$ cat src/rtl/tune_pkg.sv
// Package tune_pkg
// Shared field widths, derived frame lengths, test-bit positions and the
// frame-kind encoding used by the serial tuning-control receiver.
package tune_pkg;

    localparam int TP_BAND_W = 4;
    localparam int TP_DIV_W  = 15;
    localparam int TP_TST_W  = 7;
    localparam int TP_PAD_W  = 8;

    // Legal frame lengths, derived from the field widths
    localparam int TP_LEN_STD   = TP_BAND_W + TP_DIV_W;
    localparam int TP_LEN_SHORT = TP_LEN_STD - 1;
    localparam int TP_LEN_LONG  = TP_LEN_STD + TP_TST_W + TP_PAD_W;

    // Positions inside the test field
    localparam int TP_REF_BIT   = 5;
    localparam int TP_ROUTE_BIT = 4;

    typedef enum logic [1:0] {
        FK_NONE  = 2'd0,
        FK_SHORT = 2'd1,
        FK_STD   = 2'd2,
        FK_LONG  = 2'd3
    } frame_kind_e;

endpackage

$ cat src/rtl/tfr_edge.sv
// Module tfr_edge
// Detects qualified bit-clock rising edges and the falling edge of the
// frame enable. Assumes bus_clk and bus_en are already synchronous to clk.
module tfr_edge (
    input  logic clk,
    input  logic rst_n,
    input  logic bus_clk,
    input  logic bus_en,
    output logic shift_en,
    output logic en_fall
);

    logic clk_d;
    logic en_d;

    // Remember last sampled level of the serial clock and enable
    always_ff @(posedge clk) begin
        if (!rst_n) begin
            clk_d <= 1'b0;
            en_d  <= 1'b0;
        end else begin
            clk_d <= bus_clk;
            en_d  <= bus_en;
        end
    end

    // Rising bit-clock edge counts only inside an active frame
    always_comb begin
        shift_en = bus_clk & ~clk_d & bus_en;
        en_fall  = en_d & ~bus_en;
    end

endmodule

$ cat src/rtl/tfr_shift_count.sv
// Module tfr_shift_count
// Shift register (newest bit at index 0) and saturating bit counter.
// The counter is cleared while enable is low, so each frame starts at zero.
module tfr_shift_count #(
    parameter int SR_W  = 34,
    parameter int CNT_W = 6
) (
    input  logic             clk,
    input  logic             rst_n,
    input  logic             bus_dat,
    input  logic             bus_en,
    input  logic             shift_en,
    output logic [SR_W-1:0]  sr_q,
    output logic [CNT_W-1:0] cnt_q
);

    localparam logic [CNT_W-1:0] CNT_MAX = CNT_W'(SR_W + 1);

    // Shift in one data bit per qualified bit-clock edge, MSB-first framing
    always_ff @(posedge clk) begin
        if (!rst_n) begin
            sr_q <= '0;
        end else if (shift_en) begin
            sr_q <= {sr_q[SR_W-2:0], bus_dat};
        end
    end

    // Count edges; saturate just beyond the longest frame so overlong is illegal
    always_ff @(posedge clk) begin
        if (!rst_n) begin
            cnt_q <= '0;
        end else if (!bus_en) begin
            cnt_q <= '0;
        end else if (shift_en && (cnt_q != CNT_MAX)) begin
            cnt_q <= cnt_q + 1'b1;
        end
    end

endmodule

$ cat src/rtl/tfr_field_map.sv
// Module tfr_field_map
// Combinational mapping of the shift register into band, divider and test
// fields according to the counted frame length. Short and standard frames
// yield a zero test field; the short frame forces the top divider bit to 0.
module tfr_field_map
    import tune_pkg::*;
#(
    parameter int BAND_W = TP_BAND_W,
    parameter int DIV_W  = TP_DIV_W,
    parameter int TST_W  = TP_TST_W,
    parameter int PAD_W  = TP_PAD_W,
    parameter int CNT_W  = 6
) (
    input  logic [BAND_W+DIV_W+TST_W+PAD_W-1:0] sr,
    input  logic [CNT_W-1:0]                    cnt,
    output frame_kind_e                         kind,
    output logic [BAND_W-1:0]                   band,
    output logic [DIV_W-1:0]                    div,
    output logic [TST_W-1:0]                    test
);

    localparam int LEN_STD   = BAND_W + DIV_W;
    localparam int LEN_SHORT = LEN_STD - 1;
    localparam int LEN_LONG  = LEN_STD + TST_W + PAD_W;

    // Select layout by length; anything else is marked as no frame
    always_comb begin
        kind = FK_NONE;
        band = '0;
        div  = '0;
        test = '0;
        if (cnt == CNT_W'(LEN_LONG)) begin
            kind = FK_LONG;
            band = sr[LEN_LONG-1 -: BAND_W];
            div  = sr[LEN_LONG-BAND_W-1 -: DIV_W];
            test = sr[PAD_W+TST_W-1 -: TST_W];
        end else if (cnt == CNT_W'(LEN_STD)) begin
            kind = FK_STD;
            band = sr[LEN_STD-1 -: BAND_W];
            div  = sr[DIV_W-1:0];
        end else if (cnt == CNT_W'(LEN_SHORT)) begin
            kind = FK_SHORT;
            band = sr[LEN_SHORT-1 -: BAND_W];
            div  = {1'b0, sr[DIV_W-2:0]};
        end
    end

endmodule

$ cat src/rtl/tune_frame_rx.sv
// Module tune_frame_rx
// Serial tuning-control frame receiver. Shifts data while enable is high,
// and on the enable fall loads band, divider and test registers if the
// frame length is 18, 19 or 34 bits; other lengths are dropped.
// Assumes the serial inputs are synchronous to clk.
module tune_frame_rx
    import tune_pkg::*;
#(
    parameter int BAND_W    = TP_BAND_W,
    parameter int DIV_W     = TP_DIV_W,
    parameter int TST_W     = TP_TST_W,
    parameter int PAD_W     = TP_PAD_W,
    parameter bit FIXED_REF = 1'b0
) (
    input  logic              clk,
    input  logic              rst_n,
    input  logic              bus_dat,
    input  logic              bus_clk,
    input  logic              bus_en,
    output logic [BAND_W-1:0] band_q,
    output logic [DIV_W-1:0]  div_q,
    output logic [TST_W-1:0]  test_q,
    output logic              ref_div_1024,
    output logic              test_route,
    output logic              frame_taken
);

    localparam int SR_W  = BAND_W + DIV_W + TST_W + PAD_W;
    localparam int CNT_W = $clog2(SR_W + 2);

    logic              shift_en;
    logic              en_fall;
    logic [SR_W-1:0]   sr_q;
    logic [CNT_W-1:0]  cnt_q;
    frame_kind_e       kind;
    logic [BAND_W-1:0] band_n;
    logic [DIV_W-1:0]  div_n;
    logic [TST_W-1:0]  test_n;

    tfr_edge u_edge (
        .clk      (clk),
        .rst_n    (rst_n),
        .bus_clk  (bus_clk),
        .bus_en   (bus_en),
        .shift_en (shift_en),
        .en_fall  (en_fall)
    );

    tfr_shift_count #(
        .SR_W  (SR_W),
        .CNT_W (CNT_W)
    ) u_shift (
        .clk      (clk),
        .rst_n    (rst_n),
        .bus_dat  (bus_dat),
        .bus_en   (bus_en),
        .shift_en (shift_en),
        .sr_q     (sr_q),
        .cnt_q    (cnt_q)
    );

    tfr_field_map #(
        .BAND_W (BAND_W),
        .DIV_W  (DIV_W),
        .TST_W  (TST_W),
        .PAD_W  (PAD_W),
        .CNT_W  (CNT_W)
    ) u_map (
        .sr   (sr_q),
        .cnt  (cnt_q),
        .kind (kind),
        .band (band_n),
        .div  (div_n),
        .test (test_n)
    );

    // Load the control registers at the end of a legal frame only
    always_ff @(posedge clk) begin
        if (!rst_n) begin
            band_q      <= '0;
            div_q       <= '0;
            test_q      <= '0;
            frame_taken <= 1'b0;
        end else begin
            frame_taken <= 1'b0;
            if (en_fall && (kind != FK_NONE)) begin
                band_q      <= band_n;
                div_q       <= div_n;
                test_q      <= test_n;
                frame_taken <= 1'b1;
            end
        end
    end

    // Reference ratio: programmable from the test field, or tied to 1024
    generate
        if (FIXED_REF) begin : g_ref_fixed
            assign ref_div_1024 = 1'b1;
        end else begin : g_ref_prog
            assign ref_div_1024 = test_q[TP_REF_BIT];
        end
    endgenerate

    // Test-frequency routing needs both upper band bits set
    assign test_route = test_q[TP_ROUTE_BIT] & band_q[BAND_W-1] & band_q[BAND_W-2];

endmodule

$ cat config.mk
export PLATFORM = sky130hd
export DESIGN_NAME = tune_frame_rx
export DESIGN_NICKNAME = d
export VERILOG_FILES = /design/src/rtl/tune_pkg.sv /design/src/rtl/tfr_edge.sv /design/src/rtl/tfr_shift_count.sv /design/src/rtl/tfr_field_map.sv /design/src/rtl/tune_frame_rx.sv
export SDC_FILE = /design/constraint.sdc
export NUM_CORES = 1
export LEC_CHECK = 0
export ABC_AREA = 1
export BUFFER_PORTS_ARGS = -buffer_cell sky130_fd_sc_hd__buf_2
export CAP_MARGIN = 30
export CORE_UTILIZATION = 60
export DETAILED_ROUTE_END_ITERATION = 10
export PLACE_DENSITY = 0.81
export SLEW_MARGIN = 30
export SYNTH_ARGS = -nofsm -noshare
export SYNTH_HDL_FRONTEND = slang
export SYNTH_SLANG_ARGS = --single-unit
$ cat constraint.sdc
create_clock -name clk -period 3.27 [get_ports clk]
set_clock_uncertainty 0.05 [all_clocks]
set_input_delay 0.4905 -clock clk [delete_from_list [all_inputs] [get_ports clk]]
set_output_delay 0.4905 -clock clk [all_outputs]
set_load 0.02 [all_outputs]
==> results by group <==
Status
  • Status: complete, no violations

Synth
  • Cell variety after synth: 25
  • Synth top area share: 45.2%
  • Largest family of logic cells by synthesized area: simple AND/OR/NAND/NOR gates
  • Mapped Nets: 433
  • Post-Syn Area: 0.00306 sq mm
  • Syn. warnings: 0
  • Synthesized-area fraction occupied by adder cells: 0.819%
  • Xor/xnor cell area share of the yosys netlist: 0.860%
  • Post-synthesis simple-gate area fraction: 30.3%
  • Syn Area/Cell: 7.17 sq um
  • #FFs+latches synth: 69
  • Sequential fraction of the synthesis area: 45.2%
  • Top cells by area, synth: dfxtp_1 (45%), nor2_1 (9.7%), nand2_1 (9.2%)
  • Dominant cell type by area after synthesis: dfxtp_1
  • Mapped Cells: 426
  • Synth Area in Compound Gates: 12.7%
  • Mux share of post-synthesis cell area: 0%

Floorplan
  • Initial core utilization: 63.4%
  • Die W: 73.4 um
  • Chip Height: 73.4 um
  • I/O Pins: 34
  • Die area: 0.00538 sq mm
  • Area of the core: 0.00482 sq mm
  • Rows: 25

CTS
  • Post-cts gate resize count: 0
  • Clock slew at reported path FFs: 70 ps
  • TritonCTS buffer count: 9
  • Hold-fix buffers, CTS: 0
  • H-tree level count: 3
  • Clock sinks: 69
  • CTS tree: built
  • Clock root cell: clkbuf_8
  • Worst skew pair latency: 340 ps
  • Largest buffer count on any clock path: 2
  • Post-CTS setup buffers: 0

Worst hold path
  • Min-delay src: bus_clk
  • Hold EP: u_edge.clk_d
  • Hold Path Cell Cnt: 3
  • Min-Delay Path Class: primary input to register

Placed design
  • DPL Wire Length: 4310 um
  • GPL Wtd Cong: 0.880
  • Setup slack after placement: 1120 ps
  • Port bufs: 33

Power
  • Leakage power: 0.00162 uW
  • Peak VDD IR: 0.000297 V
  • Design Power: 1690 uW
  • PD cells: 498 mW/mm^2

STA
  • Setup TNS: 0 ps
  • Final hold slack: 294 ps
  • RSZ-0062 raised after global routing: no
  • Tightest Pin Transition: 689 ps
  • Fin crit share: 66.0%
  • Slew Limit Fails: 0
  • FMAX: 464 MHz
  • Final setup violation count: 0
  • Final Critical Period: 2160 ps
  • Fin. Hold Viols: 0
  • Slew margin rel.: 54.1%
  • Final Worst Setup Slack: 1110 ps

Finish
  • Core Util, Final: 70.6%
  • NumNets Final: 453
  • Most common cell after layout, fill and taps aside: nor2_1
  • Area Overhead vs Synth: 11.3%
  • ANT cells: 0
  • Most frequent cells in the layout: nor2_1 (79), nand2_1 (75), dfxtp_1 (69)
  • Proportion of layout cells with a drive suffix above 1: 14.4%

Detailed routing
  • Via density: 5.25
  • DR vias: 2722
  • Detail Route Antenna Nets: 0
  • 1st-pass router iterations: 5
  • DR WL/cell: 12.6 um
  • # DRC: 0
  • WL final: 6510 um
  • Iteration-0 DRC Markers: 220

Worst setup path
  • Worst setup SP type: register
  • CP max stage delay: 410 ps
  • CP max FO: 42
  • Worst path top cell family by delay: simple AND/OR/NAND/NOR gates
  • Worst r2r src: u_shift.cnt_q[0]
  • Crit-path slowest cell: o211ai_4
  • Most used cell along the critical path: nand2_1
  • CP Class: register to register
  • Capture point of the worst reg-to-reg path: div_q[8]
  • Worst reg2reg setup slack: 1110 ps
  • Buf+Inv Stages, Crit Path: 1
  • Worst EP arrival: 2350 ps
  • Cell depth of the worst flop-to-flop path: 8
  • CP Capture Type: register
  • WP data required: 3460 ps
  • Worst path cell trace: inv_1 > ha_1 > o211ai_4 > nand2_2 > nand2_4 > nand2_1 > nand2_1 > nor2_1
  • Stages on worst setup path: 8

GRT
  • Vias in the first global route: 2404
  • First-pass GRT wire length: 10900 um
  • GRT Residual Overflow: 0
  • Gr usage total: 26.9%
  • Pin count of the biggest net entering global routing: 44
  • Initial antenna violation count: 0

Job
  • Max_cap viols: 0
[flip-flops by register name (all words and copies together) (netlist names)]
name and count:
u_shift.sr_q 34, div_q 15, u_edge.en_d 1, band_q 4, frame_taken 1, test_q 7
u_edge.clk_d 1, u_shift.cnt_q 6
[worst reg2reg max path: cells and delay by family, from the launching register on]
kind,cells,cell delay (ps)
buffers and inverters,1,100
DFF,1,390
AOI/OAI and AO/OA,1,420
adders and majority gates,1,370
and+or+nand+nor,5,730
[logic make-up (layout without fill, tap and decap cells)]
family | Yosys count | after routing
adders and majority gates | 2 | 2
xor gates and xnor gates | 3 | 3
AOI/OAI and AO/OA | 74 | 74
DFF | 69 | 69
buffers and inverters | 72 | 97
and+or+nand+nor | 206 | 206
[cell usage after synthesis]
library cell	instances
dfxtp_1	69
and3_1	1
inv_1	41
nand4_1	19
buf_4	3
o21ai_0	50
nor2_4	4
ha_1	2
nand3_1	22
nand2_1	75
xor2_1	3
nor3b_4	1
nand2_4	1
nor2_2	1
nand3_4	1
buf_2	6
o211ai_4	1
nor2_1	79
clkinv_1	1
a21oi_1	23
buf_6	3
buf_1	2
inv_2	2
nand2_2	2
clkbuf_1	14
[per-stage QoR]
stage / cells / area [sq um]
finish: 518 / 3400
global route: 518 / 3400
CTS: 518 / 3400
detailed placement: 502 / 3190
global placement: 502 / 3190
floorplan: 426 / 3060
[worst max path at each step]
stage / slack, ps / from / endpoint
3_3_place_gp: 1200 / u_shift.cnt_q[0] / test_q[3]
6_report: 1110 / u_shift.cnt_q[0] / div_q[8]
2_1_floorplan: 1690 / u_shift.cnt_q[0] / u_shift.cnt_q[1]
5_1_grt: 900 / u_shift.cnt_q[2] / test_q[0]
3_5_place_dp: 1120 / u_shift.cnt_q[0] / test_q[4]
4_1_cts: 1120 / u_shift.cnt_q[0] / test_q[0]
[metal layers]
layer | wire (um) | GRT usage [%] | vias up
met3 | 330 | 6.04 | 14
met5 | 0 | 0 | -
met2 | 3000 | 41.0 | 80
met1 | 3070 | 36.7 | 1232
met4 | 116 | 11.1 | 0
li1 | - | - | 1396
[area by class of cell]
| cell class | count | area (sq um) |
|---|---|---|
| clock buffer | 13 | 169 |
| timing repair buffer | 37 | 195 |
| tap | 67 | 83.8 |
| clock inverter | 3 | 42.5 |
| multi-input combinational | 285 | 1360 |
| sequential | 69 | 1380 |
| fill | 425 | 1420 |
| inverter | 44 | 165 |
[power by group]
part	switching, uW	internal [uW]
combinational	56.2	23.7
clock	312	414
sequential	18.1	868
No activity file was read; power rests on OpenSTA's default activity.
